<file path="config.mk">
export PLATFORM = sky130hd
export DESIGN_NAME = kbd_proto_engine
export DESIGN_NICKNAME = d
export VERILOG_FILES = /design/src/rtl/kbd_proto_pkg.sv /design/src/rtl/kbd_proto_dp.sv /design/src/rtl/kbd_proto_ctrl.sv /design/src/rtl/kbd_proto_engine.sv
export SDC_FILE = /design/constraint.sdc
export NUM_CORES = 1
export LEC_CHECK = 0
export CAP_MARGIN = 20
export CORE_AREA = 3 3 46 65
export CTS_CLUSTER_DIAMETER = 200
export CTS_CLUSTER_SIZE = 28
export DETAILED_ROUTE_END_ITERATION = 8
export DIE_AREA = 0 0 49 68
export GPL_ROUTABILITY_DRIVEN = 0
export PLACE_DENSITY = 0.88
export SYNTH_ARGS = -nofsm -noshare
export SYNTH_HDL_FRONTEND = slang
export SYNTH_SLANG_ARGS = --single-unit
</file>
<file path="constraint.sdc">
create_clock -name clk -period 4.52 [get_ports clk]
set_input_delay 1.13 -clock clk [delete_from_list [all_inputs] [get_ports clk]]
set_output_delay 1.13 -clock clk [all_outputs]
set_load 0.02 [all_outputs]
</file>
<file path="src/rtl/kbd_proto_pkg.sv">
package kbd_proto_pkg;
  localparam int CODE_W = 8;
  localparam int IDX_W  = CODE_W - 1;

  localparam logic [CODE_W-1:0] KEY_PREFIX   = 8'hE0;
  localparam logic [CODE_W-1:0] KEY_CAPS_DN  = 8'h3A;
  localparam logic [CODE_W-1:0] KEY_CAPS_UP  = 8'hBA;
  localparam logic [CODE_W-1:0] KEY_NUM_DN   = 8'h45;
  localparam logic [CODE_W-1:0] KEY_NUM_UP   = 8'hC5;

  localparam logic [CODE_W-1:0] HOST_RESET   = 8'h01;
  localparam logic [CODE_W-1:0] HOST_LAYOUT  = 8'h07;
  localparam logic [CODE_W-1:0] HOST_LEDS    = 8'h0E;

  localparam logic [CODE_W-1:0] RSP_RESET_HDR  = 8'hFF;
  localparam logic [CODE_W-1:0] RSP_LAYOUT_HDR = 8'hFE;

  typedef enum logic [1:0] {
    SEL_RESET_HDR,
    SEL_TYPE_ID,
    SEL_LAYOUT_HDR,
    SEL_LAYOUT_ID
  } rspSel_t;

  typedef struct packed {
    logic    keyPush;
    logic    extSel;
    logic    rspPush;
    rspSel_t rspSel;
  } dpStrobe_t;
endpackage

</file>
<file path="src/rtl/kbd_proto_dp.sv">
module kbd_proto_dp
  import kbd_proto_pkg::*;
#(
  parameter logic [CODE_W-1:0] TYPE_ID   = 8'h04,
  parameter logic [CODE_W-1:0] LAYOUT_ID = 8'h00,
  parameter logic [IDX_W-1:0]  NORM_MIX  = 7'h2A,
  parameter logic [IDX_W-1:0]  NORM_LIM  = 7'h70,
  parameter logic [IDX_W-1:0]  EXT_STEP  = 7'h11
) (
  input  logic              clk,
  input  logic              rstN,
  input  dpStrobe_t         strobe,
  input  logic [CODE_W-1:0] keyCode,
  input  logic              queueFull,
  output logic              pushValid,
  output logic [CODE_W-1:0] pushData
);
  function automatic logic [IDX_W-1:0] normEntry(input logic [IDX_W-1:0] idx);
    if (idx >= NORM_LIM) return '0;
    return idx ^ NORM_MIX;
  endfunction

  function automatic logic [IDX_W-1:0] extEntry(input logic [IDX_W-1:0] idx);
    if (!idx[0]) return '0;
    return idx + EXT_STEP;
  endfunction

  logic [IDX_W-1:0]  tblOut;
  logic [CODE_W-1:0] rspByte;
  logic [CODE_W-1:0] nextByte;
  logic              haveByte;

  always_comb begin
    tblOut = strobe.extSel ? extEntry(keyCode[IDX_W-1:0])
                           : normEntry(keyCode[IDX_W-1:0]);
    unique case (strobe.rspSel)
      SEL_RESET_HDR:  rspByte = RSP_RESET_HDR;
      SEL_TYPE_ID:    rspByte = TYPE_ID;
      SEL_LAYOUT_HDR: rspByte = RSP_LAYOUT_HDR;
      default:        rspByte = LAYOUT_ID;
    endcase
    haveByte = strobe.rspPush | (strobe.keyPush && (tblOut != '0));
    nextByte = strobe.rspPush ? rspByte : {keyCode[CODE_W-1], tblOut};
  end

  always_ff @(posedge clk) begin
    if (!rstN) begin
      pushValid <= 1'b0;
      pushData  <= '0;
    end else begin
      pushValid <= haveByte & ~queueFull;
      if (haveByte) pushData <= nextByte;
    end
  end
endmodule

</file>
<file path="src/rtl/kbd_proto_ctrl.sv">
module kbd_proto_ctrl
  import kbd_proto_pkg::*;
(
  input  logic              clk,
  input  logic              rstN,
  input  logic              keyValid,
  input  logic [CODE_W-1:0] keyCode,
  input  logic              hostValid,
  input  logic [CODE_W-1:0] hostByte,
  output dpStrobe_t         strobe,
  output logic              tailPending,
  output logic              ledArmed
);
  logic       extMode, extModeNext;
  logic [1:0] capsMode, capsNext;
  logic [1:0] numMode, numNext;
  logic       ledNext, tailNext;
  rspSel_t    tailSel, tailSelNext;
  logic       passKey;

  always_comb begin
    strobe      = '0;
    extModeNext = extMode;
    capsNext    = capsMode;
    numNext     = numMode;
    ledNext     = ledArmed;
    tailNext    = 1'b0;
    tailSelNext = tailSel;
    passKey     = 1'b0;
    if (tailPending) begin
      strobe.rspPush = 1'b1;
      strobe.rspSel  = tailSel;
    end else if (keyValid) begin
      passKey = 1'b1;
      unique case (keyCode)
        KEY_PREFIX: begin
          extModeNext = 1'b1;
          passKey     = 1'b0;
        end
        KEY_CAPS_DN: begin
          capsNext = capsMode ^ 2'b01;
          passKey  = (capsNext != 2'b10);
        end
        KEY_CAPS_UP: begin
          capsNext = capsMode ^ 2'b10;
          passKey  = (capsNext != 2'b11);
        end
        KEY_NUM_DN: begin
          numNext = numMode ^ 2'b01;
          passKey = (numNext != 2'b10);
        end
        KEY_NUM_UP: begin
          numNext = numMode ^ 2'b10;
          passKey = (numNext != 2'b11);
        end
        default: ;
      endcase
      if (passKey) begin
        strobe.keyPush = 1'b1;
        strobe.extSel  = extMode;
        extModeNext    = 1'b0;
      end
    end else if (hostValid) begin
      if (ledArmed) begin
        ledNext = 1'b0;
      end else begin
        unique case (hostByte)
          HOST_RESET: begin
            strobe.rspPush = 1'b1;
            strobe.rspSel  = SEL_RESET_HDR;
            tailNext       = 1'b1;
            tailSelNext    = SEL_TYPE_ID;
          end
          HOST_LAYOUT: begin
            strobe.rspPush = 1'b1;
            strobe.rspSel  = SEL_LAYOUT_HDR;
            tailNext       = 1'b1;
            tailSelNext    = SEL_LAYOUT_ID;
          end
          HOST_LEDS: ledNext = 1'b1;
          default: ;
        endcase
      end
    end
  end

  always_ff @(posedge clk) begin
    if (!rstN) begin
      extMode     <= 1'b0;
      capsMode    <= 2'b00;
      numMode     <= 2'b00;
      ledArmed    <= 1'b0;
      tailPending <= 1'b0;
      tailSel     <= SEL_TYPE_ID;
    end else begin
      extMode     <= extModeNext;
      capsMode    <= capsNext;
      numMode     <= numNext;
      ledArmed    <= ledNext;
      tailPending <= tailNext;
      tailSel     <= tailSelNext;
    end
  end
endmodule

</file>
<file path="src/rtl/kbd_proto_engine.sv">
module kbd_proto_engine
  import kbd_proto_pkg::*;
#(
  parameter logic [CODE_W-1:0] TYPE_ID   = 8'h04,
  parameter logic [CODE_W-1:0] LAYOUT_ID = 8'h00
) (
  input  logic              clk,
  input  logic              rstN,
  input  logic              keyValid,
  input  logic [CODE_W-1:0] keyCode,
  input  logic              hostValid,
  input  logic [CODE_W-1:0] hostByte,
  input  logic              queueFull,
  output logic              pushValid,
  output logic [CODE_W-1:0] pushData
);
  dpStrobe_t strobe;
  logic      tailPending;
  logic      ledArmed;

  kbd_proto_ctrl u_ctrl (
    .clk(clk), .rstN(rstN),
    .keyValid(keyValid), .keyCode(keyCode),
    .hostValid(hostValid), .hostByte(hostByte),
    .strobe(strobe), .tailPending(tailPending), .ledArmed(ledArmed)
  );

  kbd_proto_dp #(.TYPE_ID(TYPE_ID), .LAYOUT_ID(LAYOUT_ID)) u_dp (
    .clk(clk), .rstN(rstN),
    .strobe(strobe), .keyCode(keyCode), .queueFull(queueFull),
    .pushValid(pushValid), .pushData(pushData)
  );
endmodule

</file>
; Word level (Yosys, flattened, before mapping)
; Index checks and enable logic that the tools add are counted.
[word_totals]
register_bits = 18
latch_bits = 0
romBits = 0
ramBits = 0
elab_cells = 83
output_inout_bits = 9
mem_count = 0
[classes]
div = 0
eq_ne = 14
addsub = 1
order_cmp = 1
mux = 26
shifts = 0
multipliers = 0
reduce_logical = 14
bitwise_logic = 17
[op_table]
columns = op, count
row1 = 2-to-1 mux 7 bit, 4
row2 = equality test 8 bit (second input constant), 3
row3 = case mux 8 bit (3 select lines), 1
row4 = AND reduction 4 bit, 4
row5 = NOT 1 bit, 14
row6 = 2-to-1 mux 3 bit, 4
row7 = case mux 2 bit (2 select lines), 3
row8 = equality test 8 x 1 -> 1 bit (second input constant), 1
row9 = equality test 8 x 3 -> 1 bit (second input constant), 1
row10 = equality test 8 x 4 -> 1 bit (second input constant), 1
row11 = equality test 8 x 6 -> 1 bit (second input constant), 1
row12 = equality test 8 x 7 -> 1 bit (second input constant), 1
row13 = 2-to-1 mux 1 bit, 8
row14 = 2-to-1 mux 8 bit, 1
row15 = != test 2 bit (second input constant), 4
row16 = adder 7 x 5 -> 7 bit (second input constant), 1
row17 = greater-or-equal comparator 7 bit (second input constant), 1
row18 = nonzero test 7 bit, 1
row19 = 2-to-1 mux 2 bit, 3
row20 = case mux 3 bit (2 select lines), 1
row21 = AND reduction 3 bit, 2
row22 = case mux 1 bit (5 select lines), 1
row23 = AND reduction 5 bit, 1
row24 = OR reduction 5 bit, 1
row25 = 9 further kinds, 10

; Longest topological paths before layout
[logic_depth]
word_depth = 13
depth_mapped = 10

; Hierarchy
; From an unflattened synthesis, not the netlist that was laid out.
[unflattened]
cells_unflattened = 158
hier_area_um2 = 1257.5
[modules_own_cells]
columns = module, instances, seq_area_each_um2, cells_per_inst, area_each_um2
row1 = kbd_proto_dp, 1, 180.2, 90, 676.9
row2 = kbd_proto_ctrl, 1, 160.2, 68, 580.6

; Worst setup path before layout
; No wires, ideal clock.
[synth_path]
path_type = input port to flip-flop
start = in keyCode[3]
end = reg u_dp.pushData[3]
n_path_buf = 3
t_required_ns = 4.389
stages = 10
arrival_time_ns = 3.044
path_slack_ns = 1.345
path_cell_list = buf_4 > nor4b_4 > a41oi_2 > and3_1 > buf_6 > o311a_4 > o2111ai_4 > buf_8 > o2111ai_1 > nor3b_2
[synth_via]
elab_chain_cells = 11
[synth_lines]
columns = item, line_no
row1 = "start, declared", kbd_proto_engine.sv:10  ; input logic [CODE_W-1:0] keyCode,
row2 = equality test 8 bit (tied with other cells), kbd_proto_ctrl.sv:35  ; unique case (keyCode)
row3 = case mux 1 bit (5 select lines), kbd_proto_ctrl.sv:35
row4 = 2-to-1 mux 1 bit, kbd_proto_ctrl.sv:33  ; end else if (keyValid) begin
row5 = 2-to-1 mux 1 bit, kbd_proto_ctrl.sv:30  ; if (tailPending) begin
row6 = 2-to-1 mux 2 bit, kbd_proto_ctrl.sv:58  ; if (passKey) begin
row7 = 2-to-1 mux 2 bit, kbd_proto_ctrl.sv:33
row8 = 2-to-1 mux 2 bit, kbd_proto_ctrl.sv:30
row9 = 2-to-1 mux 7 bit, kbd_proto_dp.sv:34  ; tblOut = strobe.extSel ? extEntry(keyCode[IDX_W-1:0])
row10 = nonzero test 7 bit, kbd_proto_dp.sv:42  ; haveByte = strobe.rspPush | (strobe.keyPush && (tblOut != '0));
row11 = logical AND 1 bit, kbd_proto_dp.sv:42
row12 = OR 1 bit, kbd_proto_dp.sv:42
row13 = "end signal, assigned", kbd_proto_dp.sv:52  ; if (haveByte) pushData <= nextByte;
row14 = "end, declared", kbd_proto_dp.sv:16  ; output logic [CODE_W-1:0] pushData
; Parallel ways exist; a longest one is shown, timed or not. The select of a mux whose other input is x is not followed.
; A chain may end at the register's enable or synchronous reset.

; Worst setup path after layout
[layout_path]
start = in keyCode[1]
end = reg u_dp.pushData[7]
[layout_via]
elab_chain_cells = 11
[layout_lines]
columns = item, line_no
row1 = equality test 8 bit (tied with other cells), kbd_proto_ctrl.sv:35
row2 = case mux 1 bit (5 select lines), kbd_proto_ctrl.sv:35
row3 = 2-to-1 mux 1 bit, kbd_proto_ctrl.sv:33
row4 = 2-to-1 mux 1 bit, kbd_proto_ctrl.sv:30
row5 = 2-to-1 mux 2 bit, kbd_proto_ctrl.sv:58
row6 = 2-to-1 mux 2 bit, kbd_proto_ctrl.sv:33
row7 = 2-to-1 mux 2 bit, kbd_proto_ctrl.sv:30
row8 = 2-to-1 mux 7 bit, kbd_proto_dp.sv:34
row9 = nonzero test 7 bit, kbd_proto_dp.sv:42
row10 = logical AND 1 bit (*), kbd_proto_dp.sv:42
row11 = OR 1 bit (*), kbd_proto_dp.sv:42
; Every way passes the cells marked *; elsewhere a longest branch is shown, timed or not. The select of a mux whose other input is x is not followed.

==> metrics.txt <==
share of cells above drive strength 1 roughly 7.3%; Critical Path Start Type input pin; simple-gate area share of the yosys netlist a little under a third; DP Area ~1500 sq um; XOR/XNOR Fraction of Synth Area around 6.2%; vias in the first global route roughly 1300; total negative slack 0 ns; initial DRC count 67; # port buffers 29; CTS resizes 0; Async S/R FF share, synth 0%; Max-slew headroom between 60% and 70%; # rows 21; First-pass DRT Iterations 4; clk_skew approximately 0.012 ns; r2r setup slk between 2 and 2.5 ns; fmax 268.6 MHz; top-level port count 30; CP Max Fanout 15; Worst Path Buf+Inv 1; synth top area cells dfxtp_1 (27%), nor2_1 (5.6%), a21oi_1 (4.3%); P_leak about 0.58 nW; leading register cell type out of synthesis dfxtp_1; MaxCap Viol Count 0; Place WS 0.4808 ns; Post-Synthesis Cells roughly 160; vias per std cell approximately 6.2; kind of critical path input pin to flip-flop; fillers 213; Yosys cell types 51; Design Area, Final between 1500 and 2000 sq um; CP peak stage delay around 0.6 ns; crit path max-delay cell type clkdlybuf4s50_1; Overflow after GRT 0; Vias 1308; Fin Hold WS between 0.4 and 0.5 ns; initial antenna violation count 0; Yosys top cell by area dfxtp_1; Layout area overhead 21.79%; main combinational cell family by area after synthesis simple AND/OR/NAND/NOR gates; GRT Util Overall between 20% and 30%; Residual DRC 0; Final ANT Viol Nets 0; Slew Limit Fails 0; die height 68 um; sequential cell area fraction in the yosys report 26.69%; smallest setup slack after layout around 0.80 ns; largest net degree at the start of global routing 17; CP arrival roughly 3.9 ns; mux contribution to synthesized area 3.925%; Synth Area in Compound Gates between 20% and 30%; fin crit period ~3.7 ns; worst vdd ir between 0.2 and 0.25 mV; RSZ-0062 raised after global routing no; Core ar. approximately 2400 sq um; post-CTS setup buffers 0; register area 340.3 sq um; clock sink total 17; Critical Path RT 4.70 ns; TritonCTS clock tree built; Top Family by Delay on Critical Path compound AO/OA/AOI/OAI gates; layout net count 199; number of hold buffers added after cts 0; Final setup viols 0; status finished, final reports clean; clock buffer depth 2; DIE AREA between 3000 and 4000 sq um; post-synthesis register bit count 17; Synth top area share between 20% and 30%; syn_nets roughly 180; Worst Tran Pin Value 0.5124 ns; Die X-Extent 49 um; critical path, cell by cell clkdlybuf4s50_1 -> nor4b_4 -> a32oi_1 -> o21ai_0 -> mux2i_1 -> o2111ai_4 -> a21oi_1 -> nor3b_2; wire length per cell 14.90 um; post-synthesis area per instance between 8 and 9 sq um; Starting Density a little over half; Ant. Diodes 0; routed wire length between 3000 and 4000 um; pwr dens between 200 and 250 nW/um^2; area of the multi-input gates ~840 sq um; Root Buffer clkbuf_4; Adder-Cell Fraction of Synth Area 0%; Post-synth EDFFs 0; total clock buffers created by CTS 3; HP Class flip-flop to flip-flop; Cell Area, Synth approximately 1300 sq um; Reg clk slew, reported paths about 0.1 ns; H-tree Lvls 1; period utilization ~82%; final hold vios 0; Final Power about 0.33 mW; crit end category flip-flop; DP Wirelength between 2000 and 2500 um; global-route wire length before repair about 5400 um; clk_lat worst skew ~0.3 ns; Yosys warning total 0
## through the flow
step / cells / utilization [%]
3_5_place_dp: 207 / 62.42
3_3_place_gp: 207 / 62.42
4_1_cts: 211 / 63.54
6_report: 211 / 63.54
2_1_floorplan: 156 / -
5_1_grt: 211 / 63.54
## final timing paths
kind	start	end	depth (start not counted)
max	keyCode[1]	u_dp.pushData[7]	8
min reg2reg	u_dp.pushData[2]	u_dp.pushData[2]	2
max reg2reg	u_ctrl.tailPending	u_dp.pushData[3]	7
min	u_dp.pushData[2]	u_dp.pushData[2]	2
## where the power goes
group / switching [mW] / internal, mW / total (mW) / leakage, nW
Clock: 0.0462 / 0.0330 / 0.0792 / 0.0177
Combinational: 0.0457 / 0.0435 / 0.0892 / 0.418
Sequential: 0.00329 / 0.155 / 0.159 / 0.139
## logic make-up after synthesis
logic type      count (synthesis)
mux                             5
buf+inv                        16
compound gates                 40
flops                          17
simple gates                   69
xor+xnor                        9
## cell usage in the layout (no fill, tap or decap), types with 3 or more instances in the layout
| cell | netlist | routed |
|---|---|---|
| clkdlybuf4s50_1 | 0 | 29 |
| nor2_1 | 19 | 19 |
| dfxtp_1 | 17 | 17 |
| nand2_1 | 12 | 12 |
| a21oi_1 | 11 | 11 |
| nor3_1 | 6 | 6 |
| xor2_1 | 5 | 5 |
| o21ai_0 | 5 | 5 |
| nand3_1 | 5 | 5 |
| mux2i_1 | 5 | 5 |
| a311oi_1 | 5 | 5 |
| inv_1 | 4 | 4 |
| xnor2_1 | 4 | 4 |
| nor3b_1 | 3 | 3 |
| a31oi_1 | 3 | 3 |
| clkbuf_4 | 1 | 3 |
## sequential cells by signal, summed over array words and instances, names as in the netlist
register	cells
u_ctrl.capsMode	2
u_ctrl.extMode	1
u_ctrl.ledArmed	1
u_ctrl.numMode	2
u_ctrl.tailPending	1
u_ctrl.tailSel	1
u_dp.pushData	8
u_dp.pushValid	1
## worst min-delay path, stage by stage (launching register included)
cell and delay (ns):
dfxtp_1 0.32, nand2_1 0.05, mux2i_1 0.06
## cell type report
| cell class | count | share of cell area, % |
|---|---|---|
| multi-input cells | 123 | 53.91 |
| well taps | 34 | 2.740 |
| clock inverters | 1 | 0.3223 |
| flip-flops and latches | 17 | 21.92 |
| clock buffers | 3 | 1.450 |
| repair buffers | 29 | 18.69 |
| inverters | 4 | 0.9670 |
## Yosys cell counts, drive strengths merged, types with 2 or more instances
library cell / count
xnor2: 4
xor2: 5
nor2b: 2
nand3: 5
nand2: 14
inv: 4
nor2: 19
buf: 7
a311oi: 5
a41oi: 3
o21ai: 5
nand4: 2
nor3: 6
or3: 2
dfxtp: 17
nor4: 2
o2111ai: 3
and3: 2
nand2b: 2
nor3b: 5
a21oi: 11
a31oi: 3
o311a: 2
mux2i: 5
clkbuf: 5
## metal layers
metal | share of wire, % | track usage [%] | wire length, um
met5 | 0 | 0 | 0
met1 | 37 | 22.44 | 1175
met2 | 53 | 38.78 | 1675
met3 | 5.6 | 2.614 | 177
met4 | 3.6 | 12.10 | 114
No activity file was read; power rests on OpenSTA's default activity.
